==> src/rtl/wk_pkg.sv <==
package wk_pkg;
  // Register selector; the encoding is the bus address
  typedef enum logic [1:0] {
    REG_ENABLE   = 2'd0,
    REG_POLARITY = 2'd1,
    REG_RAW      = 2'd2,
    REG_MASKED   = 2'd3
  } wk_reg_e;

  localparam int unsigned SYNC_STAGES = 2;
endpackage

==> src/rtl/wk_sync.sv <==
module wk_sync #(
  parameter int unsigned W = 32
) (
  input  logic         clk,
  input  logic         rst,
  input  logic [W-1:0] async_in,
  output logic [W-1:0] sync_out
);
  localparam int unsigned STAGES = wk_pkg::SYNC_STAGES;

  genvar b;
  generate
    for (b = 0; b < W; b++) begin : g_bit
      logic [STAGES-1:0] chain;
      always_ff @(posedge clk) begin
        if (rst) chain <= '0;
        else     chain <= {chain[STAGES-2:0], async_in[b]};
      end
      assign sync_out[b] = chain[STAGES-1];
    end
  endgenerate
endmodule

==> src/rtl/wk_edge_latch.sv <==
module wk_edge_latch #(
  parameter int unsigned W = 32
) (
  input  logic         clk,
  input  logic         rst,
  input  logic [W-1:0] lvl,
  input  logic [W-1:0] pol,
  input  logic [W-1:0] clr,
  output logic [W-1:0] edge_vec,
  output logic [W-1:0] raw
);
  logic [W-1:0] lvl_d;

  always_ff @(posedge clk) begin
    if (rst) lvl_d <= '0;
    else     lvl_d <= lvl;
  end

  genvar b;
  generate
    for (b = 0; b < W; b++) begin : g_src
      logic rise, fall;
      assign rise        = lvl[b] & ~lvl_d[b];
      assign fall        = ~lvl[b] & lvl_d[b];
      assign edge_vec[b] = pol[b] ? rise : fall;

      // New edge wins over a simultaneous clear
      always_ff @(posedge clk) begin
        if (rst) raw[b] <= 1'b0;
        else     raw[b] <= (raw[b] & ~clr[b]) | edge_vec[b];
      end
    end
  endgenerate
endmodule

==> src/rtl/wk_regs.sv <==
module wk_regs #(
  parameter int unsigned W         = 32,
  parameter logic [W-1:0] POL_RESET = '0
) (
  input  logic         clk,
  input  logic         rst,
  input  logic         bus_wr,
  input  logic         bus_rd,
  input  logic [1:0]   bus_addr,
  input  logic [W-1:0] bus_wdata,
  input  logic [W-1:0] raw,
  output logic [W-1:0] en,
  output logic [W-1:0] pol,
  output logic [W-1:0] clr,
  output logic [W-1:0] rdata,
  output logic         rvalid,
  output logic         wake
);
  import wk_pkg::*;

  wk_reg_e      sel;
  logic [W-1:0] masked;
  logic [W-1:0] rd_mux;

  assign sel    = wk_reg_e'(bus_addr);
  assign masked = raw & en;
  assign clr    = (bus_wr && sel == REG_RAW) ? bus_wdata : '0;

  always_ff @(posedge clk) begin
    if (rst) begin
      en  <= '0;
      pol <= POL_RESET;
    end else if (bus_wr) begin
      if (sel == REG_ENABLE)   en  <= bus_wdata;
      if (sel == REG_POLARITY) pol <= bus_wdata;
    end
  end

  always_comb begin
    case (sel)
      REG_ENABLE:   rd_mux = en;
      REG_POLARITY: rd_mux = pol;
      REG_RAW:      rd_mux = raw;
      default:      rd_mux = masked;
    endcase
  end

  always_ff @(posedge clk) begin
    if (rst) begin
      rdata  <= '0;
      rvalid <= 1'b0;
      wake   <= 1'b0;
    end else begin
      rvalid <= bus_rd;
      if (bus_rd) rdata <= rd_mux;
      wake   <= |masked;
    end
  end
endmodule

==> src/rtl/wk_event_latch.sv <==
module wk_event_latch #(
  parameter int unsigned     NSRC      = 32,
  parameter logic [NSRC-1:0] POL_RESET = '0
) (
  input  logic            clk,
  input  logic            rst,
  input  logic [NSRC-1:0] src_in,
  input  logic            bus_wr,
  input  logic            bus_rd,
  input  logic [1:0]      bus_addr,
  input  logic [NSRC-1:0] bus_wdata,
  output logic [NSRC-1:0] bus_rdata,
  output logic            bus_rvalid,
  output logic            wake_o
);
  logic [NSRC-1:0] lvl_vec;
  logic [NSRC-1:0] edge_vec;
  logic [NSRC-1:0] raw_vec;
  logic [NSRC-1:0] en_vec;
  logic [NSRC-1:0] pol_vec;
  logic [NSRC-1:0] clr_vec;

  wk_sync #(.W(NSRC)) u_sync (
    .clk      (clk),
    .rst      (rst),
    .async_in (src_in),
    .sync_out (lvl_vec)
  );

  wk_edge_latch #(.W(NSRC)) u_latch (
    .clk      (clk),
    .rst      (rst),
    .lvl      (lvl_vec),
    .pol      (pol_vec),
    .clr      (clr_vec),
    .edge_vec (edge_vec),
    .raw      (raw_vec)
  );

  wk_regs #(.W(NSRC), .POL_RESET(POL_RESET)) u_regs (
    .clk       (clk),
    .rst       (rst),
    .bus_wr    (bus_wr),
    .bus_rd    (bus_rd),
    .bus_addr  (bus_addr),
    .bus_wdata (bus_wdata),
    .raw       (raw_vec),
    .en        (en_vec),
    .pol       (pol_vec),
    .clr       (clr_vec),
    .rdata     (bus_rdata),
    .rvalid    (bus_rvalid),
    .wake      (wake_o)
  );
endmodule

==> config.mk <==
export PLATFORM = sky130hd
export DESIGN_NAME = wk_event_latch
export DESIGN_NICKNAME = d
export VERILOG_FILES = /design/src/rtl/wk_pkg.sv /design/src/rtl/wk_sync.sv /design/src/rtl/wk_edge_latch.sv /design/src/rtl/wk_regs.sv /design/src/rtl/wk_event_latch.sv
export SDC_FILE = /design/constraint.sdc
export NUM_CORES = 1
export LEC_CHECK = 0
export CAP_MARGIN = 20
export CORE_ASPECT_RATIO = 1.4
export CORE_MARGIN = 10
export CORE_UTILIZATION = 30
export DETAILED_ROUTE_END_ITERATION = 7
export PLACE_DENSITY = 0.53
export SLEW_MARGIN = 20
export SYNTH_ARGS = -nofsm -noshare
export SYNTH_HDL_FRONTEND = slang
export SYNTH_SLANG_ARGS = --single-unit
==> constraint.sdc <==
create_clock -name clk -period 1.5 [get_ports clk]
set_clock_uncertainty 0.1 [all_clocks]
set_input_delay 0.3 -clock clk [delete_from_list [all_inputs] [get_ports clk]]
set_output_delay 0.3 -clock clk [all_outputs]
set_load 0.01 [all_outputs]
== Word level (Yosys, flattened, before mapping) ==
Index checks and enable logic that the tools add are counted.
Cells by class
  reductions and logical operators: 5
  mux-type cells: 34
  equal/unequal tests: 2
  bitwise gates (word level): 225
Operators with widths (number)
  $and 1x1->1: 96
  $not 1->1: 96
  $pmux 32 s3: 1
  $and 32x32->32: 1
  $mux 1: 32
  $mux 32: 1
  $or 1x1->1: 32
  $reduce_or 32->1: 1
  $reduce_and 2->1: 2
  $eq 2x1->1 const B: 1
  $eq 2x2->1 const B: 1
  $logic_not 2->1: 1
  $logic_and 1x1->1: 1
Word-level totals
  output and inout bits: 34
  logic and storage cells: 336
  input port bits: 70
  flip-flop bits (word level): 226

== Logic depth before layout (Yosys ltp) ==
Gate-level depths: netlist of the first run.
  depth after elaboration: 6
  mapped depth: 6
  gate-level depth less buffers: 3

== By module ==
From an unflattened synthesis of the first run, not the netlist that was laid out.
Second synthesis, totals
  cell total of the unflattened synthesis: 1029
  area total of the unflattened synthesis: 9954.5 um^2
By module, submodules not included
  wk_regs: area each 4778.3 um^2, sequential area each 1961.9 um^2, instances 1, cells an instance 560
  wk_edge_latch: area each 3017.9 um^2, sequential area each 1281.2 um^2, instances 1, cells an instance 302
  wk_sync: area each 2158.3 um^2, sequential area each 1281.2 um^2, instances 1, cells an instance 167

== Worst setup path before layout of the first run ==
OpenSTA, ideal clock, no wires.
  path kind: input port to flip-flop
  from: input port bus_addr[0]
  to: register u_regs.rdata[21]
  arrival time: 1097 ps
  required time: 1268 ps
  path slack: 171 ps
  setup time: 132 ps
  path buffers: 2
  cell stages on the path: 5
  cell sequence: buf_4 -> buf_2 -> or3b_1 -> o2111ai_1 -> a21oi_1
Between the ends
  longest elaborated chain between the ends: 2
  elaborated cells on any way between the ends: 4
  classes of those cells: 2 x eq/ne; 1 x mux; 1 x reduce/logical
Ends and longest elaborated chain
  start, declared: line wk_event_latch.sv:10  | input logic [1:0] bus_addr,
  $eq 2x2->1, or another cell as far along: line wk_regs.sv:40  | case (sel)
  $pmux 32 s3 *: line wk_regs.sv:40
  end signal, assigned: line wk_regs.sv:55  | if (bus_rd) rdata <= rd_mux;
  end, declared: line wk_regs.sv:15  | output logic [W-1:0] rdata,
Mark *: on every way between the ends. The rest lies on a longest branch, timed or not.
A chain may end at the register's enable or synchronous reset.

== Final worst setup path of the first run ==
  from: register u_regs.rvalid
  to: output port bus_rvalid
RTL lines
  start, declared: line wk_regs.sv:16  | output logic rvalid,
  start signal, assigned: line wk_regs.sv:54  | rvalid <= bus_rd;
  end, declared: line wk_event_latch.sv:13  | output logic bus_rvalid,
No word-level cell between the ends.

==> metrics.yaml, run 1 <==
final_max_slew_viol_count: 0
syn_area_um2: 8600
drc: 0
io_buffer_count: 103
die_w_um: 163
hold_path.class: "in2reg"
start_kind: "flop"
grt_pass1_vias: 6698
reg2regPathDepth: 3
dp_hpwl_mm: 16.4
critPathMaxFanout: 1
yosys.area.top_type: "dfxtp_1"
slowest_stage: "dfxtp_1"
grt.total_usage: 0.132
stdcell_area_um2: 11000
finalWorstSetupSlack_ns: 0.0512
worstSetupEndpointType: "output port"
wire_per_inst_um: 17.0
dp.cells: 1380
overflow: 0
syn_nets: 996
row_count: 73
slew_headroom: 0.783
cts_buffer_depth: 3
tightest_slew_ns: 0.326
start_util: 0.304
synth-edff-count: 0
timing.fmax_mhz: 690
die_area_um2: 35900
grt_max_degree: 66
drt.antenna.violating_nets: 0
setup_viol: 0
totalWireLength_mm: 24.2
vias_per_cell: 4.77
fin_setup_tns_ns: 0
fin_cells: 1422
min_period_over_period: 0.966
cp_data_arrival_time_ns: 1.05
min_path_cells: 2
drive_gt1_frac: 0.164
ioPinCount: 104
p_leak_nw: 4.07
first_pass_iters: 4
dpl_cell_area_um2: 10200
cts_tree: "done"
ys_warn_count: 0
path_class: "reg2out"
critPathMaxStageDelay_ns: 0.30
num_vias: 6782
synth_top_area_share: 0.526
synth.yosys.seq_area_share: 0.526
cap_violations: 0
crit_buf_inv: 1
powerDensity_nw_per_um2: 1250
cp_data_required_time_ns: 1.10
ctsRootBufferMaster: "clkbuf_16"
rrSetupSlack_ns: 0.08
diodes: 0
finalHoldViolations: 0
ir_drop_mv: 0.898
layout_min_cycle_time_ns: 1.45
clkLatencyLatePin_ns: 0.52
h-tree-depth: 1
power_mw: 13.7
grt_pass1_wl_mm: 37.9
synth_flop_cell: "dfxtp_1"
layout_common_cells: "205 x dfxtp_1, 128 x nand2_1, 97 x nor2b_1"
mostFrequentLayoutCell: "dfxtp_1"
numCtsBuffers: 24
globalplace.congestion: 0.766
final.fill_count: 2942
pre_cts_ws_ns: -0.518
synth_cells: 926
rsz0062_at_grt: "no"
worst-path-stages: 1
layout.nets: 1101
avgSynthCellArea_um2: 9.29
core_um2: 28300
antenna_found_initial: 1
chipHeight_um: 220
yosys_register_bits: 226
clock_sinks: 226
cp_top_family: "flip-flops"
drt_iter0_drc: 355
path_clk_slew_ns: 0.06
synthDistinctLibCells: 25
synth.area.top_cells: "dfxtp_1 53%, nor2b_1 7.1%, a21oi_1 5.6%"
crit_chain: "clkdlybuf4s15_1"
status: "complete, no violations"
async_flop_share: 0
syn2layout_area_growth_pct: 27.5
[worst paths after layout]
check                                                from                         to
worst max-delay path                        u_regs.rvalid                 bus_rvalid
worst min-delay path                               bus_rd              u_regs.rvalid
worst max register to register              u_regs.en[29]                u_regs.wake
worst min register to register  u_sync.g_bit[29].chain[0]  u_sync.g_bit[29].chain[1]
[through the flow]
step            util  hold slack [ns]
2_1_floorplan      -            0.314
3_3_place_gp   0.361            0.317
3_5_place_dp   0.361            0.322
4_1_cts        0.387          0.00218
5_1_grt        0.387           0.0178
6_report       0.387           0.0173
[registers in the layout (all words and copies together), names as in the netlist]
signal,cells
u_sync.g_bit.chain,64
u_latch.lvl_d,32
u_latch.raw,32
u_regs.en,32
u_regs.pol,32
u_regs.rdata,32
u_regs.rvalid,1
u_regs.wake,1
[cell families (layout without fill, tap and decap cells)]
group,after synthesis,in the layout,share of synthesized area
AO/OA/AOI/OAI,209,209,0.146
XOR/XNOR,1,1,0.00189
buffers and inverters,96,217,0.0511
flip-flops,226,226,0.526
AND/OR/NAND/NOR,394,394,0.275
[repair_timing]
action / in CTS / in global routing
endpoints found under the setup margin: 35 / 74
gates cloned: 0 / 0
setup buffers: 0 / 0
hold buffers: 1 / 0
pin swaps: 1 / 3
resized for setup: 152 / 10
hold endpoints to repair: 3 / 0
[cell usage after synthesis (2+ instances only)]
master / n
a21oi_1: 96
a22oi_1: 16
a31oi_1: 32
buf_2: 21
buf_4: 8
buf_6: 3
clkbuf_1: 30
dfxtp_1: 226
inv_1: 33
nand2_1: 128
nand2b_1: 64
nand3b_1: 33
nand4_1: 4
nor2b_1: 97
o2111ai_1: 32
o21ai_0: 2
o21ai_1: 30
or3b_1: 33
or3b_2: 32
[power by group]
part | switching, mW | total (mW) | internal, mW
Clock | 2.37 | 6.22 | 3.84
Sequential | 0.163 | 6.41 | 6.25
Combinational | 0.545 | 1.11 | 0.563
Total | 3.08 | 13.7 | 10.7
[final cells by class]
type                       instances  area [um^2]  share of cell area
tap                              375          469              0.0428
inverter                          33          124              0.0113
sequential                       226         4550               0.415
timing repair buffer             142         1320               0.120
multi-input combinational        604         3670               0.335
clock buffer                      37          731              0.0667
clock inverter                     5          100             0.00913
[per-layer routing]
| layer | up-vias | track usage | part of all wire | wire length (um) |
|---|---|---|---|---|
| li1 | 3386 | - | - | - |
| met1 | 3243 | 0.162 | 0.43 | 10500 |
| met2 | 118 | 0.230 | 0.50 | 12200 |
| met3 | 33 | 0.0234 | 0.044 | 1060 |
| met4 | 2 | 0.0416 | 0.020 | 492 |
| met5 | - | 0 | 0.00054 | 13 |
Note: power is estimated with default switching activity, not from simulation.
==> inputs of run 2 (changes only) <==
--- a/config.mk
+++ b/config.mk
@@ -15,3 +15,4 @@
 export SYNTH_ARGS = -nofsm -noshare
 export SYNTH_HDL_FRONTEND = slang
 export SYNTH_SLANG_ARGS = --single-unit
+export TNS_END_PERCENT = 5
==> run 2 against run 1 <==
Total power barely moved; design area hardly changed; worst setup slack about the same; cell count barely moved; highest routed layer unchanged; die area stayed put; global-route usage stayed put; largest cell class unchanged.
==> metrics.yaml, run 2 (synthesis gave the netlist of run 1 again) <==
critPathMaxFanout: 1
cp_data_required_time_ns: 1.10
layout_common_cells: "206 x dfxtp_1, 128 x nand2_1, 97 x nor2b_1"
antenna_found_initial: 1
mostFrequentLayoutCell: "dfxtp_1"
overflow: 0
setup_viol: 0
die_area_um2: 35900
vias_per_cell: 4.75
status: "complete, no violations"
num_vias: 6762
cts_tree: "done"
min_period_over_period: 0.966
power_mw: 13.7
reg2regPathDepth: 4
crit_buf_inv: 1
path_class: "reg2out"
slowest_stage: "dfxtp_1"
cp_top_family: "flip-flops"
min_path_cells: 2
hold_path.class: "in2reg"
path_clk_slew_ns: 0.06
timing.fmax_mhz: 690
rrSetupSlack_ns: 0.07
start_kind: "flop"
p_leak_nw: 4.07
grt_max_degree: 66
row_count: 73
start_util: 0.304
reg2reg_to: "u_regs.wake"
fin_setup_tns_ns: 0
ioPinCount: 104
cap_violations: 0
slew_headroom: 0.780
layout_min_cycle_time_ns: 1.45
core_um2: 28300
drive_gt1_frac: 0.161
fin_cells: 1423
numCtsBuffers: 24
min_from: "bus_rd"
grt_pass1_wl_mm: 37.9
die_w_um: 163
rsz0062_at_grt: "yes"
cts_buffer_depth: 3
clkLatencyLatePin_ns: 0.52
drt_iter0_drc: 348
clock_sinks: 226
chipHeight_um: 220
drc: 0
layout.nets: 1102
wire_per_inst_um: 17.0
dp_hpwl_mm: 16.4
ctsRootBufferMaster: "clkbuf_16"
powerDensity_nw_per_um2: 1250
whs_endpoint: "u_regs.rvalid"
critPathMaxStageDelay_ns: 0.30
tightest_slew_ns: 0.330
totalWireLength_mm: 24.2
globalplace.congestion: 0.766
worstSetupEndpointType: "output port"
grt.total_usage: 0.132
final_max_slew_viol_count: 0
drt.antenna.violating_nets: 0
timing.rr.start: "u_latch.raw[29]"
diodes: 0
largest_register_ffs: 64
crit_chain: "clkdlybuf4s15_1"
first_pass_iters: 5
ir_drop_mv: 0.899
finalHoldViolations: 0
postCtsSetupRepairBufs: 0
cp_data_arrival_time_ns: 1.05
io_buffer_count: 103
h-tree-depth: 1
dp.cells: 1380
grt_pass1_vias: 6698
top_register: "u_sync.g_bit.chain"
syn2layout_area_growth_pct: 27.3
==> run 2: where the power goes <==
group          switching [mW]  total [mW]  internal (mW)
clock                    2.38        6.22           3.84
sequential              0.161        6.41           6.25
combinational           0.545        1.11          0.562
==> run 2: per-layer routing <==
metal | GRT usage | share of wire | vias to the layer above
li1 | - | - | 3382
met5 | 0 | 0.00054 | -
met4 | 0.0416 | 0.022 | 2
met2 | 0.230 | 0.50 | 110
met3 | 0.0234 | 0.040 | 35
met1 | 0.162 | 0.44 | 3233
==> run 2: worst max path at each step <==
| stage | start | to | depth (start not counted) |
|---|---|---|---|
| finish | u_regs.rvalid | bus_rvalid | 1 |
| global route | u_latch.raw[13] | u_regs.wake | 3 |
| CTS | u_regs.rdata[30] | bus_rdata[30] | 1 |
| detailed placement | bus_addr[0] | u_regs.pol[29] | 6 |
| global placement | bus_addr[0] | u_regs.rdata[5] | 5 |
| floorplan | bus_addr[0] | u_regs.rdata[21] | 5 |
==> run 2: cell type report <==
type                            count  area (um^2)
Inverter                           33          124
Multi-Input combinational cell    604         3650
Clock buffer                       37          731
Fill cell                        2946        17400
Tap cell                          375          469
Sequential cell                   226         4550
Timing Repair Buffer              143         1330
Clock inverter                      5          100
==> run 2: stage by stage <==
stage / hold WS (ns) / utilization / setup slack (ns) / cell area [um^2]
after floorplan: 0.314 / - / 0.171 / 8600
after global placement: 0.317 / 0.361 / -0.462 / 10200
after detailed placement: 0.322 / 0.361 / -0.518 / 10200
after CTS: 0.00218 / 0.387 / -0.0360 / 11000
after global routing: 0.0178 / 0.387 / -0.0212 / 11000
final: 0.0186 / 0.387 / 0.0513 / 11000
==> run 2: what timing repair did <==
item	in CTS	in global routing
endpoints found under the setup margin	35	75
gates resized for setup	151	7
hold buffers	1	0
hold endpoints to repair	3	0
pin swaps	1	0
==> inputs of run 3 (changes only) <==
--- a/config.mk
+++ b/config.mk
@@ -7,7 +7,7 @@
 export LEC_CHECK = 0
 export CAP_MARGIN = 20
 export CORE_ASPECT_RATIO = 1.4
-export CORE_MARGIN = 10
+export CORE_MARGIN = 3
 export CORE_UTILIZATION = 30
 export DETAILED_ROUTE_END_ITERATION = 7
 export PLACE_DENSITY = 0.53
==> run 3 against run 2 <==
First-iteration DRC count increased by 16%; highest routed layer is now met4; largest cell class unchanged; design area fell by 0.67%; clock power shrank 1%; sequential power about the same; sequential share of layout area up 0.33 points; global-route usage up 1.6 points; critical path depth did not move; non-clock buffer count is 13 lower; count of clock-buffer cells in the layout down 4.
==> metrics.yaml, run 3 (synthesis gave the netlist of run 1 again) <==
status: "complete, no violations"
grt_max_degree: 66
overflow: 0
grt_pass1_wl_mm: 36.5
h-tree-depth: 1
syn2layout_area_growth_pct: 26.5
worstSetupEndpointType: "output port"
met2_usage: 0.255
chipHeight_um: 206
start_kind: "flop"
finalHoldViolations: 0
crit_buf_inv: 1
cts_tree: "done"
grt.busiest_layer: "met2"
core_um2: 27900
finalWorstSetupSlack_ns: 0.0438
first_pass_iters: 5
die_w_um: 149
power_mw: 13.7
clkLatencyLatePin_ns: 0.51
drt_iter0_drc: 402
largest_register_ffs: 64
drive_gt1_frac: 0.153
p_leak_nw: 3.99
timing.fmax_mhz: 687
grt_pass1_vias: 6590
cp_top_family: "flip-flops"
mostFrequentLayoutCell: "dfxtp_1"
cap_violations: 0
reg2regPathDepth: 3
dp.cells: 1362
drc: 0
tightest_slew_ns: 0.361
layout_common_cells: "202 x dfxtp_1, 128 x nand2_1, 97 x nor2b_1"
critPathMaxStageDelay_ns: 0.33
path_class: "reg2out"
drt.antenna.violating_nets: 0
ctsRootBufferMaster: "clkbuf_16"
pre_cts_ws_ns: -0.391
powerDensity_nw_per_um2: 1250
slowest_stage: "dfxtp_2"
start_util: 0.308
die_area_um2: 30800
seq_area_um2: 4560
numCtsBuffers: 24
min_path_cells: 3
totalWireLength_mm: 23.1
path_clk_slew_ns: 0.06
worst-path-stages: 1
critPathMaxFanout: 2
whs_ns: 0.200
diodes: 0
globalplace.congestion: 0.764
io_buffer_count: 103
final.fill_count: 2843
cp_data_arrival_time_ns: 1.06
ioPinCount: 104
dp_hpwl_mm: 15.1
cts_buffer_depth: 3
stdcell_area_um2: 10900
slew_headroom: 0.759
min_period_over_period: 0.971
hold_path.class: "in2reg"
layout.nets: 1089
fin_util: 0.390
clock_sinks: 226
fin_cells: 1406
vias_per_cell: 4.82
final_max_slew_viol_count: 0
top_register: "u_sync.g_bit.chain"
use_met1: 0.194
antenna_found_initial: 0
dpl_cell_area_um2: 10200
grt.total_usage: 0.149
use_met3: 0.0226
rsz0062_at_grt: "no"
layout_min_cycle_time_ns: 1.46
fin_setup_tns_ns: 0
wire_per_inst_um: 16.5
multiInputGateArea_um2: 3640
setup_viol: 0
num_vias: 6779
cp_data_required_time_ns: 1.10
row_count: 72
crit_chain: "clkdlybuf4s15_2"
ir_drop_mv: 0.734
[run 3: final timing paths]
path                                  start                         to  slack (ns)
setup / recovery            u_regs.rdata[7]               bus_rdata[7]        0.04
hold / removal                       bus_rd              u_regs.rvalid        0.20
setup reg to reg             u_latch.raw[7]                u_regs.wake        0.09
hold reg to reg   u_sync.g_bit[10].chain[0]  u_sync.g_bit[10].chain[1]        0.33
[run 3: what timing repair did]
action	in CTS	in global routing
hold endpoints to repair	2	0
setup endpoints to repair	34	17
buffers inserted	0	0
hold buffers	1	0
gates resized for setup	135	18
[run 3: layout make-up]
cell class,instances,share of cell area
clock inverters,10,0.0127
repair buffers,130,0.117
clock buffers,33,0.0630
well taps,370,0.0426
flip-flops and latches,226,0.419
multi-input cells,604,0.334
inverters,33,0.0114
[run 3: layer usage]
layer	vias to the layer above	wire (um)
li1	3356	-
met1	3241	10400
met2	153	11200
met3	29	1080
met4	0	486
met5	-	0
[run 3: where the power goes]
part           internal [mW]  switching (mW)  total (mW)  leakage [nW]
clock network           3.73            2.44        6.16         0.399
logic                  0.543           0.541        1.08          1.73
registers               6.25           0.157        6.40          1.86
total                   10.5            3.14        13.7          3.99
